### src/rtl/t1dm_pkg.sv
`timescale 1ns/1ps
package t1dm_pkg;
  // Indices of the inversion-request flags
  localparam int REQ_FT  = 0;
  localparam int REQ_FS  = 1;
  localparam int REQ_DDS = 2;
  localparam int NREQ    = 3;

  // Channel-24 word layout, first-sent bit at the MSB
  localparam int     OCT_BITS = 8;
  localparam logic [OCT_BITS-1:0] DDS_VAL  = 8'b0001_1101;
  localparam logic [OCT_BITS-1:0] DDS_MASK = 8'b1001_1111;
  localparam int     D_OFS = 1;
  localparam int     Y_OFS = 2;

  // Framing sequence, bit i is the framing bit of frame i+1
  localparam logic [11:0] FAS_SEQ = 12'b0011_1011_0001;
endpackage

### src/rtl/t1dm_pos_cnt.sv
`timescale 1ns/1ps
module t1dm_pos_cnt #(
  parameter int FRAME_BITS = 193,
  parameter int FRAMES     = 12,
  localparam int PW = $clog2(FRAME_BITS),
  localparam int FW = $clog2(FRAMES)
) (
  input  logic          clk,
  input  logic          rst,
  input  logic          adv,
  output logic [PW-1:0] pos,
  output logic [FW-1:0] frm
);
  localparam logic [PW-1:0] POS_LAST = PW'(FRAME_BITS - 1);
  localparam logic [FW-1:0] FRM_LAST = FW'(FRAMES - 1);

  always_ff @(posedge clk) begin
    if (rst) begin
      pos <= '0;
      frm <= '0;
    end else if (adv) begin
      if (pos == POS_LAST) begin
        pos <= '0;
        frm <= (frm == FRM_LAST) ? '0 : frm + 1'b1;
      end else begin
        pos <= pos + 1'b1;
      end
    end
  end
endmodule

### src/rtl/t1dm_req_flag.sv
`timescale 1ns/1ps
module t1dm_req_flag (
  input  logic clk,
  input  logic rst,
  input  logic req,
  input  logic take,
  output logic pend
);
  // A new request wins over a take in the same cycle
  always_ff @(posedge clk) begin
    if (rst)       pend <= 1'b0;
    else if (req)  pend <= 1'b1;
    else if (take) pend <= 1'b0;
  end
endmodule

### src/rtl/t1dm_ovh_sel.sv
`timescale 1ns/1ps
module t1dm_ovh_sel
  import t1dm_pkg::*;
#(
  parameter int FRAME_BITS = 193,
  parameter int FRAMES     = 12,
  localparam int PW = $clog2(FRAME_BITS),
  localparam int FW = $clog2(FRAMES)
) (
  input  logic          din,
  input  logic [PW-1:0] pos,
  input  logic [FW-1:0] frm,
  input  logic          fdis,
  input  logic          dl_byp,
  input  logic          yel_on,
  input  logic          mimic_en,
  input  logic          ft_pend,
  input  logic          fs_pend,
  input  logic          dds_pend,
  input  logic          dds_act,
  input  logic          fbit_q,
  input  logic          hdlc_bit,
  output logic          nxt,
  output logic          f_val,
  output logic          odd_frame
);
  localparam logic [PW-1:0] C24 = PW'(FRAME_BITS - OCT_BITS);

  logic [OCT_BITS-1:0] c24_hit;
  logic                fixed_bit;
  logic                fixed_inv;

  // Frame index 0 is frame 1, so even indices are odd frames
  assign odd_frame = ~frm[0];
  assign f_val     = FAS_SEQ[frm] ^ (odd_frame ? ft_pend : fs_pend);
  // First fixed bit uses the pending request, the rest the captured one
  assign fixed_inv = (pos == C24) ? dds_pend : dds_act;

  for (genvar k = 0; k < OCT_BITS; k++) begin : g_hit
    assign c24_hit[k] = (pos == C24 + PW'(k));
  end

  always_comb begin
    fixed_bit = 1'b0;
    for (int k = 0; k < OCT_BITS; k++)
      if (c24_hit[k]) fixed_bit = DDS_VAL[OCT_BITS-1-k];
  end

  always_comb begin
    nxt = din;
    if (!fdis) begin
      if (pos == '0)
        nxt = f_val;
      else if (pos == PW'(1) && mimic_en)
        nxt = fbit_q;
      else if (c24_hit[D_OFS])
        nxt = dl_byp ? din : hdlc_bit;
      else if (c24_hit[Y_OFS])
        nxt = ~yel_on;
      else if (|(c24_hit & {<<{DDS_MASK}}))
        nxt = fixed_bit ^ fixed_inv;
    end
  end
endmodule

### src/rtl/t1dm_ch24_ins.sv
`timescale 1ns/1ps
module t1dm_ch24_ins
  import t1dm_pkg::*;
#(
  parameter int FRAME_BITS = 193,
  parameter int FRAMES     = 12,
  localparam int PW = $clog2(FRAME_BITS),
  localparam int FW = $clog2(FRAMES)
) (
  input  logic clk,
  input  logic rst,
  input  logic bit_en,
  input  logic din,
  input  logic fdis,
  input  logic dl_byp,
  input  logic yel_man,
  input  logic yel_auto,
  input  logic red_alm,
  input  logic mimic_en,
  input  logic inv_ft,
  input  logic inv_fs,
  input  logic inv_dds,
  input  logic hdlc_bit,
  output logic dout,
  output logic dout_vld,
  output logic hdlc_rd
);
  localparam logic [PW-1:0] C24 = PW'(FRAME_BITS - OCT_BITS);

  logic [PW-1:0]   pos;
  logic [FW-1:0]   frm;
  logic [NREQ-1:0] req, take, pend;
  logic            nxt, f_val, odd_frame, yel_on;
  logic            fbit_q, dds_act;
  logic            at_f, at_c24;

  assign yel_on = yel_man | (yel_auto & red_alm);
  assign at_f   = bit_en & ~fdis & (pos == '0);
  assign at_c24 = bit_en & ~fdis & (pos == C24);

  t1dm_pos_cnt #(.FRAME_BITS(FRAME_BITS), .FRAMES(FRAMES)) u_cnt (
    .clk(clk), .rst(rst), .adv(bit_en), .pos(pos), .frm(frm)
  );

  assign req[REQ_FT]   = inv_ft;
  assign req[REQ_FS]   = inv_fs;
  assign req[REQ_DDS]  = inv_dds;
  assign take[REQ_FT]  = at_f & odd_frame;
  assign take[REQ_FS]  = at_f & ~odd_frame;
  assign take[REQ_DDS] = at_c24;

  for (genvar i = 0; i < NREQ; i++) begin : g_req
    t1dm_req_flag u_flag (
      .clk(clk), .rst(rst), .req(req[i]), .take(take[i]), .pend(pend[i])
    );
  end

  t1dm_ovh_sel #(.FRAME_BITS(FRAME_BITS), .FRAMES(FRAMES)) u_sel (
    .din(din), .pos(pos), .frm(frm), .fdis(fdis), .dl_byp(dl_byp),
    .yel_on(yel_on), .mimic_en(mimic_en),
    .ft_pend(pend[REQ_FT]), .fs_pend(pend[REQ_FS]),
    .dds_pend(pend[REQ_DDS]), .dds_act(dds_act), .fbit_q(fbit_q),
    .hdlc_bit(hdlc_bit), .nxt(nxt), .f_val(f_val), .odd_frame(odd_frame)
  );

  always_ff @(posedge clk) begin
    if (rst) begin
      fbit_q  <= 1'b0;
      dds_act <= 1'b0;
    end else begin
      if (at_f)   fbit_q  <= f_val;
      if (at_c24) dds_act <= pend[REQ_DDS];
    end
  end

  always_ff @(posedge clk) begin
    if (rst) begin
      dout     <= 1'b0;
      dout_vld <= 1'b0;
      hdlc_rd  <= 1'b0;
    end else begin
      dout_vld <= bit_en;
      hdlc_rd  <= at_c24 & ~dl_byp;
      if (bit_en) dout <= nxt;
    end
  end
endmodule

### config.mk
export PLATFORM = sky130hd
export DESIGN_NAME = t1dm_ch24_ins
export DESIGN_NICKNAME = d
export VERILOG_FILES = /design/src/rtl/t1dm_pkg.sv /design/src/rtl/t1dm_pos_cnt.sv /design/src/rtl/t1dm_req_flag.sv /design/src/rtl/t1dm_ovh_sel.sv /design/src/rtl/t1dm_ch24_ins.sv
export SDC_FILE = /design/constraint.sdc
export NUM_CORES = 1
export LEC_CHECK = 0
export BUFFER_PORTS_ARGS = -buffer_cell sky130_fd_sc_hd__buf_2
export CAP_MARGIN = 15
export CELL_PAD_IN_SITES_DETAIL_PLACEMENT = 1
export CELL_PAD_IN_SITES_GLOBAL_PLACEMENT = 1
export CORE_MARGIN = 2
export CORE_UTILIZATION = 43
export CTS_BUF_LIST = sky130_fd_sc_hd__clkbuf_4
export DETAILED_ROUTE_END_ITERATION = 6
export PLACE_DENSITY = 0.76
export SYNTH_ARGS = -nofsm -noshare
export SYNTH_HDL_FRONTEND = slang
export SYNTH_HIERARCHICAL = 1
export SYNTH_SLANG_ARGS = --single-unit
### constraint.sdc
create_clock -name clk -period 2.2 [get_ports clk]
set_input_delay 0.22 -clock clk [delete_from_list [all_inputs] [get_ports clk]]
set_output_delay 0.22 -clock clk [all_outputs]
set_load 0.1 [all_outputs]
## Word level (Yosys, flattened, before mapping)

Memories as Yosys holds them, arrays and structs flattened. A register that Yosys moved wholly into a read port is not among the register bits.
Cells that the tools add are included.
Widths: inputs -> output; s select.

- Reductions and logical operators: 7
- Add/subtract/negate cells: 2
- Bitwise logic cells: 14
- $lt $le $gt $ge: 1
- Eq/ne operators: 10
- Muxes and demuxes: 25

Operators with widths:

| cell | number |
|---|---|
| $eq 8x8->1 const B | 8 |
| $mux 1 | 21 |
| $mux 4 | 3 |
| $add 8x1->8 const B | 1 |
| $eq 8x1->1 const B | 1 |
| $logic_not 8->1 | 1 |
| $mux 8 | 1 |
| $and 1x1->1 | 7 |
| $reduce_bool 2->1 | 3 |
| $reduce_or 6->1 | 1 |
| $lt 4x5->1 const B | 1 |
| $add 4x1->4 const B | 1 |
| $eq 4x4->1 const B | 1 |
| $not 1->1 | 4 |
| $reduce_and 2->1 | 1 |
| $xor 1x1->1 | 2 |
| $logic_and 1x1->1 | 1 |
| $or 1x1->1 | 1 |

- Output and inout bits: 3
- Input port bits: 14
- Logic and storage cells: 70
- Register bits: 20
- Memories: 1
- Bits in read-only memories: 16

Memory list:

| memory | words | bits a word | rd ports | clocked after memory_dff | write ports | line | RTL |
|---|---|---|---|---|---|---|---|
| (name not given) | 16 | 1 | 1 | 1 | 0 | t1dm_ovh_sel.sv:35 | `assign f_val = FAS_SEQ[frm] ^ (odd_frame ? ft_pend : fs_pend);` |

## Depth between registers and ports, before layout

- Word-level depth: 13
- Mapped depth: 7

## Cells and area by module

Netlist, hierarchy kept.

By module, submodules not included:

| module | seq. area each (sq um) | area an instance (sq um) | times used | cells each |
|---|---|---|---|---|
| t1dm_pos_cnt | 240.2 | 643.1 | 1 | 69 |
| t1dm_ovh_sel | 0.0 | 299.0 | 1 | 41 |
| t1dm_ch24_ins | 100.1 | 249.0 | 1 | 23 |
| t1dm_req_flag | 20.0 | 38.8 | 3 | 4 |

## Least setup slack after synthesis

Ideal clock, no wire load.

- Kind: reg-to-reg
- Start point: register u_cnt.pos[3]
- End point: register dout
- Data arrival time: 1.703 ns
- Buffers on the path: 0
- Cell stages (with the launch flop): 8
- Period minus slack after synthesis: 1.770 ns
- Setup time: 0.067 ns
- Setup slack: 0.430 ns
- Cell sequence: dfxtp_1 > nor4_4 > nand4_2 > o21a_1 > or3b_1 > a21oi_1 > mux2i_1 > nor2_1

- Longest elaborated chain between the ends: 13
- Elaborated cells on any way between the ends: 25

Ends and longest elaborated chain:

| element | line | RTL |
|---|---|---|
| from (decl) | t1dm_pos_cnt.sv:11 | `output logic [PW-1:0] pos,` |
| from (signal assigned) | t1dm_pos_cnt.sv:26 | `pos <= pos + 1'b1;` |
| $eq 8x8->1 | t1dm_ovh_sel.sv:40 | `assign c24_hit[k] = (pos == C24 + PW'(k));` |
| $mux 1 (5 in series) | t1dm_ovh_sel.sv:46 | `if (c24_hit[k]) fixed_bit = DDS_VAL[OCT_BITS-1-k];` |
| $xor 1x1->1 | t1dm_ovh_sel.sv:61 | `nxt = fixed_bit ^ fixed_inv;` |
| $mux 1 | t1dm_ovh_sel.sv:60 | `else if (\|(c24_hit & {<<{DDS_MASK}}))` |
| $mux 1 | t1dm_ovh_sel.sv:58 | `else if (c24_hit[Y_OFS])` |
| $mux 1 | t1dm_ovh_sel.sv:56 | `else if (c24_hit[D_OFS])` |
| $mux 1 | t1dm_ovh_sel.sv:54 | `else if (pos == PW'(1) && mimic_en)` |
| $mux 1 (*) | t1dm_ovh_sel.sv:52 | `if (pos == '0)` |
| $mux 1 (*) | t1dm_ovh_sel.sv:51 | `if (!fdis) begin` |
| named net nxt | t1dm_ch24_ins.sv:33 | `logic nxt, f_val, odd_frame, yel_on;` |
| to (signal assigned) | t1dm_ch24_ins.sv:84 | `if (bit_en) dout <= nxt;` |
| to (decl) | t1dm_ch24_ins.sv:24 | `output logic dout,` |

Mark *: on every way through the listed nets, which the timed path passes. The rest lies on a longest branch.
A chain may end at the register's enable or synchronous reset.

## Final worst setup path

Ends and elaborated chain as after synthesis.

==> metrics.md <==
| Metric | Value |
|---|---|
| Status | `completed` |
| Layout cells sized above 1 | `27.6%` |
| Setup WS pre-CTS | `0.172 ns` |
| Latest clock arrival within the worst-skew pair | `0.31 ns` |
| End of the critical path | `dout` |
| H-tree depth | `1` |
| DRC | `0` |
| Final wirelength | `3.55 mm` |
| Drt first-iter violations | `40` |
| Drt wl/cell | `17.5 um` |
| Clock skew | `0.00646 ns` |
| Die W | `59.1 um` |
| CP Capture Type | `flip-flop` |
| Number of enable-type register cells in the synthesized netlist | `0` |
| Pins Over Slew Limit | `0` |
| Worst-path clk slew | `0.12 ns` |
| Count of cell types in the netlist | `48` |
| DRT Pass-1 Iters | `4` |
| Post-Synthesis Cell Area | `1310 sq um` |
| Worst hold path type | `in -> reg` |
| Yosys reg bits | `20` |
| Fin crit period | `1.98 ns` |
| Final setup viols | `0` |
| Most common cell after layout, fill and taps aside | `dfxtp_1` |
| CTS tree | `yes` |
| Max-cap violations | `0` |
| Syn Nets | `162` |
| Actual slew at the worst max-slew pin | `0.494 ns` |
| Critical path launch point type | `flip-flop` |
| Async SR Flop Fraction | `0%` |
| Crit Path Max Fanout | `16` |
| Critical Path AT | `2.18 ns` |
| Slew margin rel. | `67.3%` |
| Lkg Pwr | `0.591 nW` |
| Synth Flop Type | `dfxtp_1` |
| CP Class | `reg -> reg` |
| Final period util | `90.0%` |
| Ys Warns | `6` |
| Avg Cell Area, Syn | `9.02 sq um` |
| CORE AREA | `2980 sq um` |
| Routed vias/inst | `6.10` |
| Postcts setup bufs | `0` |
| Via Count | `1238` |
| Vias in the first global route | `1225` |
| Max VDD drop | `241 uV` |
| Port Buffers | `16` |
| Worst path required time | `2.40 ns` |
| CTS root buf | `clkbuf_4` |
| DP HPWL | `2.74 mm` |
| RePlAce Congestion | `0.863` |
| Initial Utilization | `43.9%` |
| Worst reg2reg path depth | `7` |
| R2r endpoint | `dout` |
| Initial antenna violation count | `0` |
| IO Count | `17` |
| Cells after Synth | `145` |
| Final #Nets | `188` |
| Sequential element share of the synthesized area | `30.6%` |
| Pin count of the biggest net entering global routing | `17` |
| N_diodes | `0` |
| Design area | `1520 sq um` |
| Row Count | `20` |
| Final TNS setup | `0 ns` |
| Clock tree sinks | `20` |
| Layout area overhead | `16.4%` |
| Fmax | `505 MHz` |
| Grt total ovfl | `0` |
| Worst R2R Setup Slack | `0.22 ns` |
| RR Startpoint | `u_cnt/pos[3]` |
| Post-DP Area | `1470 sq um` |
| Gr usage total | `22.3%` |
| Power density cells | `548 nW/um^2` |
| Final Hold Vio Count | `0` |
| Die footprint | `3500 sq um` |
| Total CTS buffers | `3` |
| Buffer depth of the longest clock path | `2` |
| Chip Height | `59.1 um` |
| RSZ-0062 raised after global routing | `false` |
| Worst Setup SP | `u_cnt/pos[3]` |
| Final worst slack | `0.221 ns` |
| Antenna viol nets, final | `0` |
| First-pass GRT wire length | `5.78 mm` |
| Hold slack | `0.0843 ns` |
| Most frequent cells in the layout | `dfxtp_1 (18), buf_2 (16), inv_1 (13)` |
==> worst max-delay path, cell delays in order (launching register included) <==
cell and delay [ns]:
dfxtp_2 0.44, nor4_4 0.37, and3_2 0.24, o221ai_1 0.15, a311oi_1 0.38, a21oi_1 0.12, mux2i_1 0.14, nor2_1 0.05
==> timing repair <==
| item | in CTS | in global routing |
|---|---|---|
| hold buffers | 0 | 0 |
| endpoints found under the setup margin | 0 | 1 |
| gates resized for setup | 0 | 2 |
==> registers in the layout, summed over array words and instances, names as in the netlist <==
| register | flops |
|---|---|
| fbit_q | 1 |
| dout | 1 |
| hdlc_rd | 1 |
| g_req.u_flag/pend | 3 |
| dds_act | 1 |
| u_cnt/frm | 4 |
| dout_vld | 1 |
| u_cnt/pos | 8 |
==> how the worst min path moves through the flow <==
| stage | start | to | slack [ns] | depth (start not counted) |
|---|---|---|---|---|
| finish | dl_byp | hdlc_rd | 0.08 | 2 |
| global route | dl_byp | hdlc_rd | 0.06 | 2 |
| CTS | dl_byp | hdlc_rd | 0.07 | 2 |
| detailed placement | dl_byp | hdlc_rd | 0.43 | 2 |
| global placement | dl_byp | hdlc_rd | 0.42 | 2 |
| floorplan | rst | g_req[0].u_flag/pend | 0.28 | 1 |
==> per-stage QoR <==
step | cells | util (%) | power, mW
6_report | 203 | 51.1 | 0.833
2_1_floorplan | 145 | - | 0.484
5_1_grt | 203 | 51.1 | 0.875
4_1_cts | 203 | 51.0 | 0.844
3_3_place_gp | 199 | 49.2 | 0.526
3_5_place_dp | 199 | 49.2 | 0.532
==> logic make-up after synthesis <==
logic type	Yosys count	share of synthesized area, %
flip-flops	20	30.6
AND/OR/NAND/NOR	62	35.5
AO/OA/AOI/OAI	33	17.4
multiplexers	6	4.59
XOR/XNOR	7	4.69
adder cells (fa/ha/maj)	3	2.87
buffers and inverters	14	4.31
==> routing by layer <==
layer | track usage (%) | up-vias | routed length, um
li1 | - | 588 | -
met1 | 27.7 | 618 | 1540
met2 | 36.8 | 20 | 1850
met3 | 4.80 | 12 | 65
met4 | 9.74 | 0 | 96
met5 | 0 | - | 0
==> synthesized netlist by cell type (3+ instances only) <==
| library cell | count | area, sq um |
|---|---|---|
| nor2_1 | 12 | 45.0 |
| mux2i_1 | 6 | 60.1 |
| o21ai_0 | 5 | 25.0 |
| ha_1 | 3 | 37.5 |
| nand2_1 | 4 | 15.0 |
| a21oi_2 | 3 | 26.3 |
| xor2_1 | 4 | 35.0 |
| or3_1 | 3 | 18.8 |
| xnor2_1 | 3 | 26.3 |
| inv_1 | 13 | 48.8 |
| nand2b_1 | 9 | 56.3 |
| a21oi_1 | 9 | 45.0 |
| nand4_1 | 6 | 37.5 |
| dfxtp_1 | 20 | 400 |
| nand3_1 | 5 | 25.0 |
==> layout make-up <==
cell class / instances / area, sq um
Multi-Input combinational cell: 111 / 851
Tap cell: 33 / 41.3
Clock inverter: 1 / 30.0
Timing Repair Buffer: 22 / 125
Fill cell: 378 / 1460
Sequential cell: 20 / 403
Clock buffer: 3 / 22.5
Inverter: 13 / 48.8
==> power breakdown <==
| group | leakage (nW) | internal, mW | switching [mW] | total, mW |
|---|---|---|---|---|
| clock | 0.0279 | 0.184 | 0.124 | 0.308 |
| sequential | 0.164 | 0.374 | 0.0156 | 0.390 |
| combinational | 0.399 | 0.0540 | 0.0810 | 0.135 |
| total | 0.591 | 0.612 | 0.221 | 0.833 |
Note: power is estimated with default switching activity, not from simulation.
